[src/rtl/cq_gen_writer_pkg.sv]
package cq_gen_writer_pkg;
  localparam int WORD_W   = 32;
  localparam int TAG_W    = 16;
  localparam int KIND_BIT = 16;
  localparam int EOP_BIT  = 0;
  localparam int GEN_BIT  = 31;

  typedef enum logic [1:0] {
    ST_IDLE = 2'd0,
    ST_LO   = 2'd1,
    ST_HI   = 2'd2
  } seq_st_t;
endpackage

[src/rtl/cq_ring_pos.sv]
module cq_ring_pos #(
  parameter int IDX_W = 4
) (
  input  logic             clk,
  input  logic             rst_n,
  input  logic             advance,
  output logic [IDX_W-1:0] idx,
  output logic             gen
);
  localparam logic [IDX_W-1:0] LAST_IDX = {IDX_W{1'b1}};

  always_ff @(posedge clk) begin
    if (!rst_n) begin
      idx <= '0;
      gen <= 1'b1;
    end else if (advance) begin
      idx <= idx + 1'b1;
      if (idx == LAST_IDX) gen <= ~gen;
    end
  end


  idx_step_chk: assert property (@(posedge clk) disable iff (!rst_n)
    advance |=> (idx == IDX_W'($past(idx) + 1'b1)));

  gen_flip_chk: assert property (@(posedge clk) disable iff (!rst_n)
    (advance && idx == LAST_IDX) |=> (gen != $past(gen)));

  gen_hold_chk: assert property (@(posedge clk) disable iff (!rst_n)
    !advance |=> ($stable(idx) && $stable(gen)));
endmodule

[src/rtl/cq_entry_fmt.sv]
module cq_entry_fmt
  import cq_gen_writer_pkg::*;
(
  input  logic              word_sel,
  input  logic [TAG_W-1:0]  tag,
  input  logic              is_rx,
  input  logic              eop,
  input  logic              gen,
  output logic [WORD_W-1:0] data
);
  always_comb begin
    data = '0;
    if (!word_sel) begin
      data[TAG_W-1:0] = tag;
      data[KIND_BIT]  = is_rx;
    end else begin
      data[EOP_BIT] = eop;
      data[GEN_BIT] = gen;
    end
  end


  hi_word_clean_chk: assert final (!word_sel || (data[30:1] == '0));
endmodule

[src/rtl/cq_word_seq.sv]
module cq_word_seq
  import cq_gen_writer_pkg::*;
(
  input  logic             clk,
  input  logic             rst_n,
  input  logic             in_valid,
  output logic             in_ready,
  input  logic [TAG_W-1:0] in_tag,
  input  logic             in_is_rx,
  input  logic             in_eop,
  input  logic             wr_ready,
  output logic             wr_valid,
  output logic             word_sel,
  output logic [TAG_W-1:0] cap_tag,
  output logic             cap_rx,
  output logic             cap_eop,
  output logic             advance,
  output logic             notify
);
  seq_st_t st;
  logic lo_go, hi_go, take;

  assign lo_go    = (st == ST_LO) && wr_ready;
  assign hi_go    = (st == ST_HI) && wr_ready;
  assign in_ready = (st == ST_IDLE) || hi_go;
  assign take     = in_valid && in_ready;
  assign wr_valid = (st != ST_IDLE);
  assign word_sel = (st == ST_HI);
  assign advance  = hi_go;

  always_ff @(posedge clk) begin
    if (!rst_n) begin
      st      <= ST_IDLE;
      notify  <= 1'b0;
      cap_tag <= '0;
      cap_rx  <= 1'b0;
      cap_eop <= 1'b0;
    end else begin
      notify <= hi_go;
      if (take) begin
        cap_tag <= in_tag;
        cap_rx  <= in_is_rx;
        cap_eop <= in_eop;
      end
      unique case (st)
        ST_IDLE: if (take) st <= ST_LO;
        ST_LO:   if (lo_go) st <= ST_HI;
        ST_HI:   if (hi_go) st <= take ? ST_LO : ST_IDLE;
        default: st <= ST_IDLE;
      endcase
    end
  end


  accept_starts_chk: assert property (@(posedge clk) disable iff (!rst_n)
    (in_valid && in_ready) |=> (wr_valid && !word_sel));

  wr_hold_chk: assert property (@(posedge clk) disable iff (!rst_n)
    (wr_valid && !wr_ready) |=> (wr_valid && $stable(word_sel) && $stable(cap_tag)));

  notify_after_chk: assert property (@(posedge clk) disable iff (!rst_n)
    (wr_valid && word_sel && wr_ready) |=> notify);

  notify_single_chk: assert property (@(posedge clk) disable iff (!rst_n)
    notify |=> !notify);
endmodule

[src/rtl/cq_gen_writer.sv]
module cq_gen_writer
  import cq_gen_writer_pkg::*;
#(
  parameter int IDX_W = 4
) (
  input  logic              clk,
  input  logic              rst_n,
  input  logic              in_valid,
  output logic              in_ready,
  input  logic [TAG_W-1:0]  in_tag,
  input  logic              in_is_rx,
  input  logic              in_eop,
  output logic              wr_valid,
  input  logic              wr_ready,
  output logic [IDX_W+2:0]  wr_addr,
  output logic [WORD_W-1:0] wr_data,
  output logic              notify
);
  logic             word_sel, advance, gen, cap_rx, cap_eop;
  logic [TAG_W-1:0] cap_tag;
  logic [IDX_W-1:0] idx;

  cq_word_seq u_seq (
    .clk(clk), .rst_n(rst_n),
    .in_valid(in_valid), .in_ready(in_ready),
    .in_tag(in_tag), .in_is_rx(in_is_rx), .in_eop(in_eop),
    .wr_ready(wr_ready), .wr_valid(wr_valid), .word_sel(word_sel),
    .cap_tag(cap_tag), .cap_rx(cap_rx), .cap_eop(cap_eop),
    .advance(advance), .notify(notify)
  );

  cq_ring_pos #(.IDX_W(IDX_W)) u_pos (
    .clk(clk), .rst_n(rst_n), .advance(advance), .idx(idx), .gen(gen)
  );

  cq_entry_fmt u_fmt (
    .word_sel(word_sel), .tag(cap_tag), .is_rx(cap_rx),
    .eop(cap_eop), .gen(gen), .data(wr_data)
  );

  assign wr_addr = {idx, word_sel, 2'b00};


  addr_hold_chk: assert property (@(posedge clk) disable iff (!rst_n)
    (wr_valid && !wr_ready) |=> ($stable(wr_addr) && $stable(wr_data)));

  reset_idle_chk: assert property (@(posedge clk)
    !rst_n |=> (!wr_valid && in_ready && !notify));
endmodule

[config.mk]
export PLATFORM = sky130hd
export DESIGN_NAME = cq_gen_writer
export DESIGN_NICKNAME = d
export VERILOG_FILES = /design/src/rtl/cq_gen_writer_pkg.sv /design/src/rtl/cq_ring_pos.sv /design/src/rtl/cq_entry_fmt.sv /design/src/rtl/cq_word_seq.sv /design/src/rtl/cq_gen_writer.sv
export SDC_FILE = /design/constraint.sdc
export NUM_CORES = 1
export LEC_CHECK = 0
export BUFFER_PORTS_ARGS = -buffer_cell sky130_fd_sc_hd__buf_4
export CAP_MARGIN = 20
export CELL_PAD_IN_SITES_DETAIL_PLACEMENT = 1
export CELL_PAD_IN_SITES_GLOBAL_PLACEMENT = 2
export CORE_UTILIZATION = 25
export CTS_CLUSTER_SIZE = 30
export DETAILED_ROUTE_END_ITERATION = 12
export PLACE_DENSITY_LB_ADDON = 0.1
export REMOVE_ABC_BUFFERS = 1
export SYNTH_ARGS = -nofsm -noshare
export SYNTH_HDL_FRONTEND = slang
export SYNTH_SLANG_ARGS = --single-unit
[constraint.sdc]
create_clock -name clk -period 1.5 [get_ports clk]
set_input_delay 0.15 -clock clk [delete_from_list [all_inputs] [get_ports clk]]
set_output_delay 0.15 -clock clk [all_outputs]
set_load 0.05 [all_outputs]
Word level (Yosys, flattened, before mapping)
Cells that the tools add are included.
{"block": "totals", "ff_bits": 26, "elab_cells": 31}
{"block": "classes", "addsub": 1, "n_eq_ne": 6, "mux": 8, "bitwise_logic": 1, "reduce_logical": 8}
{"op": "2-to-1 mux 16 bit", "n": 1}
{"op": "2-to-1 mux 2 bit", "n": 3}
{"op": "one-hot mux 2 bit (3 select lines)", "n": 1}
{"op": "adder 4 x 1 -> 4 bit, second input constant", "n": 1}
{"op": "equality test 4 bit, second input constant", "n": 1}
{"op": "inequality test 2 x 1 -> 1 bit, second input constant", "n": 2}
{"op": "logical AND 1 bit", "n": 3}
{"op": "2-to-1 mux 1 bit", "n": 3}
{"op": "AND reduction 3 bit", "n": 1}
{"op": "equality test 2 x 1 -> 1 bit, second input constant", "n": 1}
{"op": "equality test 2 bit, second input constant", "n": 1}
{"op": "zero test 2 bit", "n": 1}
{"op": "inequality test 2 bit, second input constant", "n": 1}
{"op": "AND reduction 2 bit", "n": 1}
{"op": "nonzero test 2 bit", "n": 1}
{"op": "logical OR 1 bit", "n": 1}
{"op": "NOT 1 bit", "n": 1}

Longest topological paths before layout
{"block": "logic_depth", "word_depth": 7, "ltp_mapped": 5, "ltp_nobuf": 4}

Hierarchy
Synthesis repeated with hierarchy kept, for this count alone.
{"block": "unflattened", "hier_cells": 153, "hier_area_um2": 1376.3}
{"mod": "cq_word_seq", "instances": 1, "cells_each": 94, "area_each_um2": 874.6, "seq_area_each_um2": 420.4}
{"mod": "cq_entry_fmt", "instances": 1, "cells_each": 34, "area_each_um2": 246.5, "seq_area_each_um2": 0.0}
{"mod": "cq_ring_pos", "instances": 1, "cells_each": 21, "area_each_um2": 229.0, "seq_area_each_um2": 100.1}
{"mod": "cq_gen_writer", "instances": 1, "cells_each": 4, "area_each_um2": 26.3, "seq_area_each_um2": 0.0}

Worst setup path after synthesis
Ideal clock, no wire load.
{"block": "synth_path", "path_kind": "register to output", "from": "register u_seq.st[0]", "to": "output wr_data[10]", "arrival_ns": 1.310, "path_slack_ns": 0.040, "path_stages_with_launch": 5, "path_cell_list": "dfxtp_1 -> buf_2 -> nand2b_1 -> clkbuf_1 -> and2_1"}
{"block": "synth_via", "elab_chain_cells": 2}
{"item": "start, declared", "line": "cq_word_seq.sv:20", "text": "seq_st_t st;"}
{"item": "start signal, assigned", "line": "cq_word_seq.sv:48", "text": "ST_HI: if (hi_go) st <= take ? ST_LO : ST_IDLE;"}
{"item": "equality test 2 bit", "line": "cq_word_seq.sv:28", "text": "assign word_sel = (st == ST_HI);"}
{"item": "2-to-1 mux 16 bit", "line": "cq_entry_fmt.sv:13", "text": "if (!word_sel) begin"}
{"item": "end, declared", "line": "cq_gen_writer.sv:16", "text": "output logic [WORD_W-1:0] wr_data,"}
Every way passes these cells.

Worst setup path after layout
{"block": "layout_path", "from": "register u_seq.st[0]", "to": "output wr_data[11]"}
The elaborated chain is that of the path after synthesis.

==> impl_metrics.toml <==
[die]
io_pins = 64
die_y_um = 75.4
start_util_pct = 26.2
coreArea_um2 = 5140
die_w_um = 75.4
rows = 26
die_area_um2 = 5690

[setup_path]
cp_data_arrival_time_ns = 1.23
startpoint_type = "register"
worstPathMaxFanout = 9
path_class = "reg -> out"
endpoint_kind = "output port"
required_ns = 1.35
rrSetupSlack_ns = 0.25

[routing]
wirelength_um = 3060
drt_first_iter_violations = 34
vias = 1101
ant_nets = 0
wl_per_cell_um = 11.2
drc = 0
drt-pass1-iter-count = 4
routed_via_density = 4.03

[final_layout]
layout_common_cells = "50 x buf_4, 43 x nand2_1, 25 x dfxtp_1"
utilization_pct = 34.6
finalNetCount = 227
layout_commonest_cell = "buf_4"
final_area_um2 = 1780
fill_cells = 656
fin_cells = 273
diodes = 0
layout-drive-gt1-share_pct = 30.0
area_growth_pct = 31.9

[power_and_ir_drop]
p_leak_nw = 0.839
power_density_nw_per_um2 = 964
power.switching_mw = 0.583
seqPwrFrac_pct = 43.7
switching_share_pct = 34.0
ir_drop_mv = 0.393
p_int_mw = 1.13
combinationalPowerShare_pct = 30.1
pwr-share-clk_pct = 26.3
total_power_mw = 1.71

[logic_synthesis]
syn_area_per_cell_um2 = 8.48
synth_cell_type_count = 29
ys_ff_latch = 26
netlist_instances = 159
ys_seq_area_share_pct = 38.6
synth_area_um2 = 1350
yosys_warnings = 0

[sta]
final.setup.tns_ns = 0
hold_viol_final = 0
holdWs_ns = 0.123
min_period_ns = 1.38
slew_viol_final = 0
final.period_utilization_pct = 92.0
skew_ns = 0.00750
fmax_ghz = 0.725
final-setup-viol-count = 0
rsz0062_at_grt = "no"
final.setup.worst_slack_ns = 0.120

[grt]
grt_pass1_vias = 1084
grt_pass1_wl_um = 4770
antenna_found_initial = 0
grt_max_degree = 45
grt-ovfl-total = 0
grt_usage_pct = 11.1

[clock_network]
htree_num_levels = 1
hold_buffers = 0
clock_latency_ns = 0.27
clk_root_buffer_cell = "clkbuf_8"
postCtsSetupRepairBufs = 0
clkSinkCount = 26
clockBufferDepth = 2
path_clk_slew_ns = 0.09
cts_tree = "built"
numCtsBuffers = 3

[place]
hpwlAfterDp_um = 2280
placedInstanceArea_um2 = 1710
place.gp.congestion = 0.640
place_ws_ns = 0.246
io_buffers = 47
dp.cells = 269

[job]
maxCapViolations = 0

[min_path]
hold_path_class = "in -> reg"

[status]
outcome = "finished clean"
-- registers in the layout (all words and copies together), names as in the netlist --
register,flops
u_pos.gen,1
u_pos.idx,4
u_seq.cap_eop,1
u_seq.cap_rx,1
u_seq.cap_tag,16
u_seq.notify,1
u_seq.st,2
-- cell type report --
type / count / area [um^2] / share of cell area [%]
Multi-Input combinational cell: 121 / 712 / 40.0
Clock buffer: 4 / 55.1 / 3.10
Timing Repair Buffer: 51 / 395 / 22.2
Sequential cell: 26 / 524 / 29.5
Tap cell: 70 / 87.6 / 4.93
Inverter: 1 / 3.75 / 0.211
-- routing by layer --
metal / wire [um] / track usage (%) / share of wire, %
met5: 0 / 0 / 0
met4: 18 / 3.09 / 0.59
met3: 108 / 3.44 / 3.5
met2: 1680 / 20.9 / 55
met1: 1250 / 11.9 / 41
-- synthesized netlist by cell type --
cell type | count | area (um^2)
nand2_1 | 43 | 161
dfxtp_1 | 26 | 521
and2_1 | 19 | 119
mux2i_1 | 18 | 180
buf_4 | 17 | 128
clkbuf_1 | 6 | 22.5
nor2_1 | 3 | 11.3
nand3_1 | 2 | 10.0
nand3b_1 | 2 | 15.0
nor3_1 | 2 | 10.0
o21ai_0 | 2 | 10.0
xnor2_1 | 2 | 17.5
a21boi_0 | 1 | 7.51
a21boi_1 | 1 | 7.51
and3_2 | 1 | 7.51
buf_2 | 1 | 5.00
buf_6 | 1 | 11.3
buf_8 | 1 | 15.0
conb_1 | 1 | 3.75
ha_1 | 1 | 12.5
inv_1 | 1 | 3.75
nand2b_1 | 1 | 6.26
nand4b_1 | 1 | 8.76
nor2b_4 | 1 | 13.8
nor3b_1 | 1 | 7.51
nor3b_2 | 1 | 12.5
o21a_1 | 1 | 7.51
or2_2 | 1 | 6.26
or3_1 | 1 | 6.26
-- repair_timing --
item,CTS,global route
endpoints found under the setup margin,18,18
gates resized for setup,1,2
pin swaps,0,0
-- worst max-delay path, cell delays in order, from the launching register on --
cell and delay, ns:
dfxtp_1 0.32, nand2b_4 0.14, buf_4 0.16, and2_1 0.16
buf_4 0.18
-- final timing paths --
| kind | start | endpoint | cells past startpoint |
|---|---|---|---|
| worst min register to register | u_seq.cap_tag[13] | u_seq.cap_tag[13] | 2 |
| worst max-delay path | u_seq.st[0] | wr_data[11] | 4 |
| worst min-delay path | in_tag[3] | u_seq.cap_tag[3] | 3 |
| worst max register to register | u_seq.st[0] | u_pos.idx[3] | 4 |
-- cells by family (layout without fill, tap and decap cells) --
group,count (synthesis),count (layout),synth area share (%)
muxes,18,18,13.4
DFF,26,26,38.6
and+or+nand+nor,79,79,29.3
other,1,16,0.278
adders and majority gates,1,1,0.928
AOI/OAI and AO/OA,5,5,2.41
buffers and inverters,27,56,13.7
xor gates and xnor gates,2,2,1.30
-- power groups by stage --
stage / clock [mW] / combinational [mW] / sequential, mW
2_1_floorplan: 0 / 0.346 / 0.766
3_3_place_gp: 0 / 0.513 / 0.762
3_5_place_dp: 0 / 0.520 / 0.765
4_1_cts: 0.478 / 0.521 / 0.749
5_1_grt: 0.513 / 0.546 / 0.755
6_report: 0.450 / 0.516 / 0.748
No activity file was read; power rests on OpenSTA's default activity.
